[src/rtl/odr_pkg.sv]
package odr_pkg;

  // Direction state of one repeater channel.
  typedef enum logic [1:0] {
    CH_IDLE   = 2'd0,   // nobody holds the wire, both pulls released
    CH_A_DRV  = 2'd1,   // side A started the low, block pulls side B
    CH_B_DRV  = 2'd2,   // side B started the low, block pulls side A
    CH_SETTLE = 2'd3    // originator released, far side left to rise
  } ch_state_e;

  // Number of synchronizer flops on every input.
  localparam int unsigned SYNC_DEPTH = 2;

endpackage

[src/rtl/odr_sync.sv]
module odr_sync #(
  parameter int unsigned WIDTH   = 1,
  parameter int unsigned STAGES  = 2,
  parameter logic        RST_VAL = 1'b1
) (
  input  logic             clk,
  input  logic             rst_n,
  input  logic [WIDTH-1:0] d_i,
  output logic [WIDTH-1:0] q_o
);

  logic [STAGES-1:0][WIDTH-1:0] stage_q;

  generate
    if (STAGES == 1) begin : g_single
      always_ff @(posedge clk or negedge rst_n) begin
        if (!rst_n) stage_q <= {STAGES{{WIDTH{RST_VAL}}}};
        else        stage_q <= d_i;
      end
    end else begin : g_chain
      always_ff @(posedge clk or negedge rst_n) begin
        if (!rst_n) stage_q <= {STAGES{{WIDTH{RST_VAL}}}};
        else        stage_q <= {stage_q[STAGES-2:0], d_i};
      end
    end
  endgenerate

  assign q_o = stage_q[STAGES-1];

endmodule

[src/rtl/odr_settle_timer.sv]
module odr_settle_timer #(
  parameter int unsigned TICKS = 5
) (
  input  logic clk,
  input  logic rst_n,
  input  logic start_i,
  output logic expired_o
);

  localparam int unsigned CW = (TICKS < 2) ? 1 : $clog2(TICKS + 1);

  logic [CW-1:0] cnt_q;

  // Loaded on entry to the settle state, counts down to zero and rests there.
  always_ff @(posedge clk or negedge rst_n) begin
    if (!rst_n)               cnt_q <= '0;
    else if (start_i)         cnt_q <= CW'(TICKS - 1);
    else if (cnt_q != '0)     cnt_q <= cnt_q - CW'(1);
  end

  assign expired_o = (cnt_q == '0);

endmodule

[src/rtl/odr_channel.sv]
module odr_channel
  import odr_pkg::*;
#(
  parameter int unsigned SETTLE = 5
) (
  input  logic clk,
  input  logic rst_n,
  input  logic en_s_i,
  input  logic a_s_i,
  input  logic b_s_i,
  output logic a_pull_o,
  output logic b_pull_o
);

  ch_state_e state_q, state_d;
  logic      settle_start;
  logic      settle_done;

  odr_settle_timer #(.TICKS(SETTLE)) u_timer (
    .clk      (clk),
    .rst_n    (rst_n),
    .start_i  (settle_start),
    .expired_o(settle_done)
  );

  // Choose a new direction from sampled lines; side A has priority on a tie.
  function automatic ch_state_e pick_dir(input logic a_lvl, input logic b_lvl);
    if (!a_lvl)      return CH_A_DRV;
    else if (!b_lvl) return CH_B_DRV;
    else             return CH_IDLE;
  endfunction

  always_comb begin
    state_d      = state_q;
    settle_start = 1'b0;
    unique case (state_q)
      CH_IDLE: begin
        if (en_s_i) state_d = pick_dir(a_s_i, b_s_i);
      end
      CH_A_DRV: begin
        // Side B is our own echo here: only side A decides the exit.
        if (!en_s_i) begin
          state_d = CH_IDLE;
        end else if (a_s_i) begin
          state_d      = CH_SETTLE;
          settle_start = 1'b1;
        end
      end
      CH_B_DRV: begin
        if (!en_s_i) begin
          state_d = CH_IDLE;
        end else if (b_s_i) begin
          state_d      = CH_SETTLE;
          settle_start = 1'b1;
        end
      end
      CH_SETTLE: begin
        if (!en_s_i)          state_d = CH_IDLE;
        else if (settle_done) state_d = pick_dir(a_s_i, b_s_i);
      end
      default: state_d = CH_IDLE;
    endcase
  end

  always_ff @(posedge clk or negedge rst_n) begin
    if (!rst_n) state_q <= CH_IDLE;
    else        state_q <= state_d;
  end

  assign b_pull_o = (state_q == CH_A_DRV);
  assign a_pull_o = (state_q == CH_B_DRV);

endmodule

[src/rtl/odr_repeater.sv]
module odr_repeater
  import odr_pkg::*;
#(
  parameter int unsigned NUM_CH   = 2,
  parameter int unsigned HOLD_CYC = 3
) (
  input  logic              clk,
  input  logic              rst_n,
  input  logic              rpt_en,
  input  logic [NUM_CH-1:0] a_line_i,
  input  logic [NUM_CH-1:0] b_line_i,
  output logic [NUM_CH-1:0] a_pull_o,
  output logic [NUM_CH-1:0] b_pull_o
);

  // HOLD_CYC is meant to lie in 2..4; the synchronizer depth is added so the
  // far side is read only after its release has crossed the sync chain.
  localparam int unsigned HOLD_EFF = (HOLD_CYC < 2) ? 2 : ((HOLD_CYC > 4) ? 4 : HOLD_CYC);
  localparam int unsigned SETTLE   = HOLD_EFF + SYNC_DEPTH;

  logic [NUM_CH-1:0] a_sync;
  logic [NUM_CH-1:0] b_sync;
  logic              en_sync;

  odr_sync #(.WIDTH(NUM_CH), .STAGES(SYNC_DEPTH), .RST_VAL(1'b1)) u_sync_a (
    .clk(clk), .rst_n(rst_n), .d_i(a_line_i), .q_o(a_sync)
  );

  odr_sync #(.WIDTH(NUM_CH), .STAGES(SYNC_DEPTH), .RST_VAL(1'b1)) u_sync_b (
    .clk(clk), .rst_n(rst_n), .d_i(b_line_i), .q_o(b_sync)
  );

  odr_sync #(.WIDTH(1), .STAGES(SYNC_DEPTH), .RST_VAL(1'b0)) u_sync_en (
    .clk(clk), .rst_n(rst_n), .d_i(rpt_en), .q_o(en_sync)
  );

  generate
    for (genvar c = 0; c < NUM_CH; c++) begin : g_ch
      odr_channel #(.SETTLE(SETTLE)) u_channel (
        .clk     (clk),
        .rst_n   (rst_n),
        .en_s_i  (en_sync),
        .a_s_i   (a_sync[c]),
        .b_s_i   (b_sync[c]),
        .a_pull_o(a_pull_o[c]),
        .b_pull_o(b_pull_o[c])
      );
    end
  endgenerate

endmodule

[config.mk]
export PLATFORM = sky130hd
export DESIGN_NAME = odr_repeater
export DESIGN_NICKNAME = d
export VERILOG_FILES = /design/src/rtl/odr_pkg.sv /design/src/rtl/odr_sync.sv /design/src/rtl/odr_settle_timer.sv /design/src/rtl/odr_channel.sv /design/src/rtl/odr_repeater.sv
export SDC_FILE = /design/constraint.sdc
export NUM_CORES = 1
export LEC_CHECK = 0
export BUFFER_PORTS_ARGS = -buffer_cell sky130_fd_sc_hd__buf_2
export CORE_ASPECT_RATIO = 0.6
export CORE_MARGIN = 2
export CORE_UTILIZATION = 40
export DETAILED_ROUTE_END_ITERATION = 7
export HOLD_SLACK_MARGIN = 0.08
export PLACE_DENSITY = 0.68
export SYNTH_ARGS = -nofsm -noshare
export SYNTH_HDL_FRONTEND = slang
export SYNTH_SLANG_ARGS = --single-unit
[constraint.sdc]
create_clock -name clk -period 4 [get_ports clk]
set_input_delay 0.2 -clock clk [delete_from_list [all_inputs] [get_ports clk]]
set_output_delay 0.2 -clock clk [all_outputs]
set_load 0.03 [all_outputs]
==> results of run 1 <==
[critical path, stage by stage, from the launching register on]
cell and delay (ns):
dfrtp_1 0.43, inv_1 0.12, ha_1 0.23, a22oi_1 0.11
o21ai_1 0.25, mux2_4 0.33
[kinds of logic (layout without fill, tap and decap cells)]
family | count (synthesis) | in the layout | share of synthesized area, %
multiplexers | 7 | 7 | 7.43
flip-flops | 20 | 20 | 47.4
AND/OR/NAND/NOR | 14 | 14 | 7.32
adder cells (fa/ha/maj) | 15 | 15 | 17.4
XOR/XNOR | 2 | 2 | 1.63
AO/OA/AOI/OAI | 16 | 16 | 10.5
buffers and inverters | 19 | 34 | 8.36
[how the worst max path moves through the flow]
stage	endpoint	depth (start not counted)
2_1_floorplan	g_ch[1].u_channel.state_q[0]	5
3_3_place_gp	g_ch[1].u_channel.state_q[0]	5
3_5_place_dp	g_ch[1].u_channel.state_q[0]	5
4_1_cts	g_ch[1].u_channel.state_q[0]	5
5_1_grt	g_ch[0].u_channel.state_q[0]	6
6_report	g_ch[1].u_channel.state_q[0]	5
[cells in the final DEF, fill, tap and decap left out]
master / Yosys / routed
a211o_1: 1 / 1
a211oi_1: 2 / 2
a21oi_1: 2 / 2
a22oi_1: 2 / 2
a31oi_1: 2 / 2
buf_2: 0 / 10
bufinv_16: 0 / 1
clkbuf_8: 0 / 3
dfrtp_1: 12 / 12
dfstp_2: 8 / 8
dlygate4sd3_1: 0 / 6
ha_1: 15 / 15
inv_1: 14 / 14
mux2_4: 2 / 2
mux2i_1: 5 / 5
nand2_1: 2 / 2
nand2b_4: 2 / 2
nor2_1: 7 / 7
nor2b_1: 2 / 2
nor3_1: 1 / 1
o21ai_0: 1 / 1
o21ai_1: 1 / 1
o21ai_2: 1 / 1
o22ai_1: 2 / 2
o32a_1: 2 / 2
xnor2_1: 2 / 2
[cell type report]
type	count	area (µm²)	area share, %
clock buffers	3	41.3	3.27
clock inverters	1	30.0	2.38
inverters	14	52.6	4.17
multi-input cells	54	477	37.8
flip-flops and latches	20	510	40.5
well taps	32	40.0	3.17
repair buffers	16	110	8.73
[power groups by stage]
stage                     logic (mW)  registers (mW)  clock network, mW
after floorplan                0.351           0.297                  0
after global placement         0.397           0.305                  0
after detailed placement       0.407           0.309                  0
after CTS                      0.415           0.305              0.205
after global routing           0.465           0.312              0.215
final                          0.412           0.306              0.199
[layer usage]
metal / global-route usage (%) / up-vias / share of wire, %
met3: 5.01 / 2 / 6.5
li1: - / 333 / -
met1: 19.1 / 303 / 55
met4: 4.53 / 0 / 0.77
met2: 16.4 / 14 / 37
met5: 0 / - / 0
[state kept, by name, summed over array words and instances, names as in the netlist]
register / count
g_ch.u_channel.u_timer.cnt_q: 6
u_sync_a.stage_q: 2
u_sync_en.q_o: 1
u_sync_en.stage_q: 1
u_sync_a.q_o: 2
g_ch.u_channel.state_q: 4
u_sync_b.stage_q: 2
u_sync_b.q_o: 2
[through the flow]
stage                     area [µm²]  cells  power [mW]  setup WS (ns)  util (%)
after global routing            1260    140       0.993           2.37      50.0
final                           1260    140       0.916           2.43      50.0
after detailed placement        1130    130       0.715           2.47      44.8
after global placement          1130    130       0.701           2.47      44.8
after floorplan                 1080     93       0.648           2.58         -
after CTS                       1260    140       0.925           2.44      50.0
[repair_timing]
item                       4_1_cts  5_1_grt
hold endpoints to repair        17        0
hold buffers                     6        0
setup endpoints to repair        0        0
==> out/qor.csv, run 1 <==
stage,metric,value,unit
critical_path,CP Data Arrival Time,1.71,ns
timing,TNS Setup,0,ns
logic_synthesis,Synth Instances,93,
critical_path,Worst R2R Path Depth,5,
route,initial detailed-routing violation count,57,
finish,area delta synth->final,17.1,%
clock_network,CTS tree,done,
logic_synthesis,number of distinct library cells after synthesis,23,
status,outcome,"complete, no violations",
logic_synthesis,Synthesized Nets,115,
logic_synthesis,top cell type by total area after synthesis,dfrtp_1,
floorplanning,Starting Density,42.7,%
finish,Layout fillers,222,
logic_synthesis,count of warnings emitted by yosys,0,
global_route,Congestion Overflow GR,0,
power,Gate power share,44.9,%
floorplanning,core area,2520,µm²
clock_network,Post-CTS Setup Repair Bufs,0,
floorplanning,die height,44.2,µm
route,First-pass DRT Iterations,4,
critical_path,Setup CP Type,flip-flop to flip-flop,
logic_synthesis,top post-synthesis cells by count,"15 x ha_1, 14 x inv_1, 12 x dfrtp_1",
critical_path,Critical Path End Type,flip-flop,
clock_network,clock slew at reported path FFs,0.07,ns
timing,Slew @ Worst Pin,0.428,ns
placement,RePlAce Congestion,0.871,
worst_hold_path,hold crit path type,flip-flop to flip-flop,
finish,share of cells above drive strength 1,25.0,%
timing,minimum clock period,1.57,ns
power,PwrDens,727,nW/µm²
timing,# setup viols final,0,
timing,Fin. Hold Viols,0,
route,routed length per instance,12.1,µm
power,Int Power,586,µW
timing,Final Max Slew Viols,0,
worst_hold_path,hold path cells,0,
timing,Final period util,39.2,%
logic_synthesis,mapped cell area,1080,µm²
logic_synthesis,Synth area leaders,"dfrtp_1 28%, dfstp_2 20%, ha_1 17%",
critical_path,CP Launch Point,g_ch[1].u_channel.state_q[0],
clock_network,root buf cell,clkbuf_8,
logic_synthesis,Post-synth EDFFs,0,
logic_synthesis,most common cell in the netlist,ha_1,
logic_synthesis,Mapped Avg Cell Area,11.6,µm²
critical_path,Worst R2R Start,g_ch[1].u_channel.state_q[0],
finish,NumNets Final,131,
logic_synthesis,Seq cells post-synth,20,
power,switching component of the power,331,µW
placement,Detailed Place HPWL,1.29,mm
finish,Diodes inserted,0,
global_route,largest net degree at the start of global routing,21,
critical_path,reg2reg end,g_ch[1].u_channel.state_q[0],
power,register share of total power,33.3,%
global_route,vias in the first global route,637,
logic_synthesis,Synth Flop Type,dfrtp_1,
worst_hold_path,worst hold endpoint,u_sync_en.q_o,
floorplanning,# IOs,11,
route,# DRC,0,
timing,hold slack,0.348,ns
critical_path,Worst R2R Setup Slack,2.43,ns
route,Detail Route Antenna Nets,0,
route,final WL,1.69,mm
global_route,Total Routing Usage GR,12.8,%
route,via density per instance,4.66,
placement,IO Port Bufs,10,
floorplanning,Die Area,3140,µm²
logic_synthesis,asr flop ratio synth,100,%
logic_synthesis,"Seq/Total Area, Yosys",47.4,%
clock_network,later-pin clock latency in the skew report,0.26,ns
clock_network,CTS Sinks,20,
logic_synthesis,Synth top area share,27.9,%
clock_network,TritonCTS buffer count,3,
timing,Fmax,638,MHz
critical_path,CP startpoint kind,flip-flop,
critical_path,Worst EP required,4.15,ns
power,P_leak,0.618,nW
timing,Final Skew,0.00215,ns
global_route,global-route wire length before repair,3.03,mm
route,vias post-DR,652,
power,sw frac,36.1,%
clock_network,Max H-tree Level,1,
global_route,initial antenna violation count,0,
floorplanning,Rows,14,
timing,RSZ-0062 raised after global routing,false,
critical_path,crit path max fanout,4,
clock_network,Clock Path Buffers,2,
clock_network,Post-CTS Resized,0,
job,max-cap viol count,0,
power,worst vdd ir,265,µV
timing,relative slew slack,71.5,%
floorplanning,Die W,71.0,µm
worst_hold_path,worst hold path startpoint,u_sync_en.stage_q[0],
power,clock power share,21.7,%
Power figures use the tool's default switching activity.
==> run 2: changes to the inputs <==
- clock period: 4 -> 1.6 ns (I/O delays scaled with it)
==> out/qor.csv, run 2 (synthesized netlist as in run 1, its figures left out) <==
stage,metric,value,unit,change
finish,largest registers,"g_ch.u_channel.u_timer.cnt_q (6), g_ch.u_channel.state_q (4)",,unchanged
global_route,Congestion Overflow GR,0,,unchanged
critical_path,Worst EP required,1.75,ns,was 4.15 ns
critical_path,CP Data Arrival Time,1.70,ns,was 1.71 ns
placement,Detailed Place HPWL,1.22,mm,was 1.29 mm
floorplanning,Starting Density,42.7,%,unchanged
finish,Final Core Density,50.9,%,was 50.0%
timing,Fin. Hold Viols,0,,unchanged
route,First-pass DRT Iterations,4,,unchanged
floorplanning,Die W,71.0,µm,unchanged
critical_path,Worst R2R Start,g_ch[1].u_channel.state_q[0],,unchanged
global_route,global-route wire length before repair,2.83,mm,was 3.03 mm
finish,NumNets Final,133,,was 131
global_route,Total Routing Usage GR,12.1,%,was 12.8%
clock_network,Clock Path Buffers,2,,unchanged
timing,minimum clock period,1.55,ns,was 1.57 ns
power,PnR Total Power,2.35,mW,was 916 µW
route,final WL,1.76,mm,was 1.69 mm
critical_path,critical path's largest stage delay,0.42,ns,was 0.43 ns
placement,RePlAce Congestion,0.871,,unchanged
floorplanning,core area,2520,µm²,unchanged
finish,"commonest non-fill, non-tap cell in the layout",ha_1,,unchanged
critical_path,CP startpoint kind,flip-flop,,unchanged
route,initial detailed-routing violation count,29,,was 57
timing,# setup viols final,0,,unchanged
finish,final std cells w/o fill,142,,was 140
floorplanning,Rows,14,,unchanged
finish,most frequent cells in the layout,"13 x ha_1, 12 x inv_1, 12 x dfrtp_1, 10 x buf_2, 8 x dfstp_2",,"was 15 x ha_1, 14 x inv_1, 12 x dfrtp_1, 10 x buf_2, 8 x dfstp_2"
critical_path,reg2reg end,g_ch[1].u_channel.state_q[0],,unchanged
critical_path,Worst R2R Setup Slack,0.05,ns,was 2.43 ns
job,max-cap viol count,0,,unchanged
critical_path,slowest cell on the critical path,dfrtp_1,,unchanged
timing,Final Max Slew Viols,0,,unchanged
placement,Placed Instances,130,,unchanged
clock_network,root buf cell,clkbuf_8,,unchanged
route,Detail Route Antenna Nets,0,,unchanged
timing,Slew @ Worst Pin,0.428,ns,about the same
critical_path,WP buf/inv,1,,unchanged
clock_network,clock slew at reported path FFs,0.08,ns,was 0.07 ns
power,P_leak,0.625,nW,was 0.618 nW
global_route,initial antenna violation count,0,,unchanged
finish,most flop-heavy register,g_ch.u_channel.u_timer.cnt_q,,unchanged
power,worst vdd ir,668,µV,was 265 µV
floorplanning,# IOs,11,,unchanged
timing,hold slack,0.284,ns,was 0.348 ns
finish,share of cells above drive strength 1,30.9,%,was 25.0%
finish,area delta synth->final,19.3,%,was 17.1%
floorplanning,die height,44.2,µm,unchanged
critical_path,Crit path max-delay family,flip-flops,,unchanged
global_route,vias in the first global route,614,,was 637
critical_path,Critical Path End Type,flip-flop,,unchanged
clock_network,Max H-tree Level,1,,unchanged
timing,relative slew slack,71.5,%,about the same
finish,Diodes inserted,0,,unchanged
route,# DRC,0,,unchanged
route,routed length per instance,12.4,µm,was 12.1 µm
clock_network,CTS Sinks,20,,unchanged
clock_network,TritonCTS buffer count,3,,unchanged
critical_path,crit path max fanout,4,,unchanged
placement,IO Port Bufs,10,,unchanged
route,vias post-DR,663,,was 652
status,outcome,"complete, no violations",,unchanged
finish,max reg flops,6,,unchanged
clock_network,later-pin clock latency in the skew report,0.26,ns,about the same
timing,Fmax,644,MHz,was 638 MHz
critical_path,Setup CP Type,flip-flop to flip-flop,,unchanged
global_route,largest net degree at the start of global routing,21,,unchanged
critical_path,critical path cell sequence,"inv_2, ha_1, nor2b_1, a31oi_1, o21ai_2, mux2_4",,"was inv_1, ha_1, a22oi_1, o21ai_1, mux2_4"
timing,Final period util,97.0,%,was 39.2%
power,PwrDens,1830,nW/µm²,was 727 nW/µm²
clock_network,CTS tree,done,,unchanged
timing,Final Skew,0.00712,ns,was 0.00215 ns
floorplanning,Die Area,3140,µm²,unchanged
route,via density per instance,4.67,,was 4.66
critical_path,Worst R2R Path Depth,6,,was 5
worst_hold_path,hold crit path type,primary input to asynchronous set/reset pin,,was flip-flop to flip-flop
-- run 2: cell types whose count changed in the layout (fill, tap and decap cells not counted), moves of 2 or more --
| cell | delta |
|---|---|
| inv_2 | +2 |
| ha_1 | -2 |
| inv_1 | -2 |
| ha_2 | +2 |
| buf_4 | +2 |
-- run 2: metal layers --
metal	part of all wire, %	global-route usage (%)
met4	0	2.26
met2	43	16.4
met1	50	17.4
met3	7.0	5.92
met5	0	0
-- run 2: cell type report --
type / instances / area (µm²)
Fill cell: 223 / 1240
Multi-Input combinational cell: 54 / 485
Inverter: 14 / 52.6
Tap cell: 32 / 40.0
Clock inverter: 1 / 30.0
Clock buffer: 3 / 41.3
Sequential cell: 20 / 510
Timing Repair Buffer: 18 / 125
-- run 2: per-stage QoR --
| stage | area [µm²] | TNS, ns | setup WS [ns] |
|---|---|---|---|
| after floorplan | 1080 | 0 | 0.181 |
| after global placement | 1130 | 0 | 0.0684 |
| after detailed placement | 1130 | 0 | 0.0622 |
| after CTS | 1260 | 0 | 0.0390 |
| after global routing | 1280 | -0.0447 | -0.0390 |
| final | 1280 | 0 | 0.0483 |
-- run 2: power by group --
group / switching, mW / total, mW / internal, mW
Sequential: 0.108 / 0.765 / 0.657
Clock: 0.165 / 0.499 / 0.334
Combinational: 0.581 / 1.09 / 0.508
-- run 2: worst max path at each step --
stage / from / endpoint / slack [ns] / cells past startpoint
final: g_ch[1].u_channel.state_q[0] / g_ch[1].u_channel.state_q[0] / 0.05 / 6
after global routing: g_ch[1].u_channel.u_timer.cnt_q[0] / g_ch[1].u_channel.state_q[0] / -0.04 / 6
after CTS: g_ch[0].u_channel.state_q[0] / g_ch[0].u_channel.state_q[0] / 0.04 / 6
after detailed placement: g_ch[0].u_channel.state_q[0] / g_ch[0].u_channel.state_q[0] / 0.06 / 6
after global placement: g_ch[1].u_channel.state_q[0] / g_ch[1].u_channel.state_q[0] / 0.07 / 5
after floorplan: g_ch[1].u_channel.state_q[0] / g_ch[1].u_channel.state_q[0] / 0.18 / 5
-- run 2: timing repair --
item / in CTS / in global routing
buffers inserted: 0 / 2
hold endpoints to repair: 17 / 0
setup endpoints to repair: 0 / 2
hold buffers: 6 / 0
resized for setup: 0 / 5
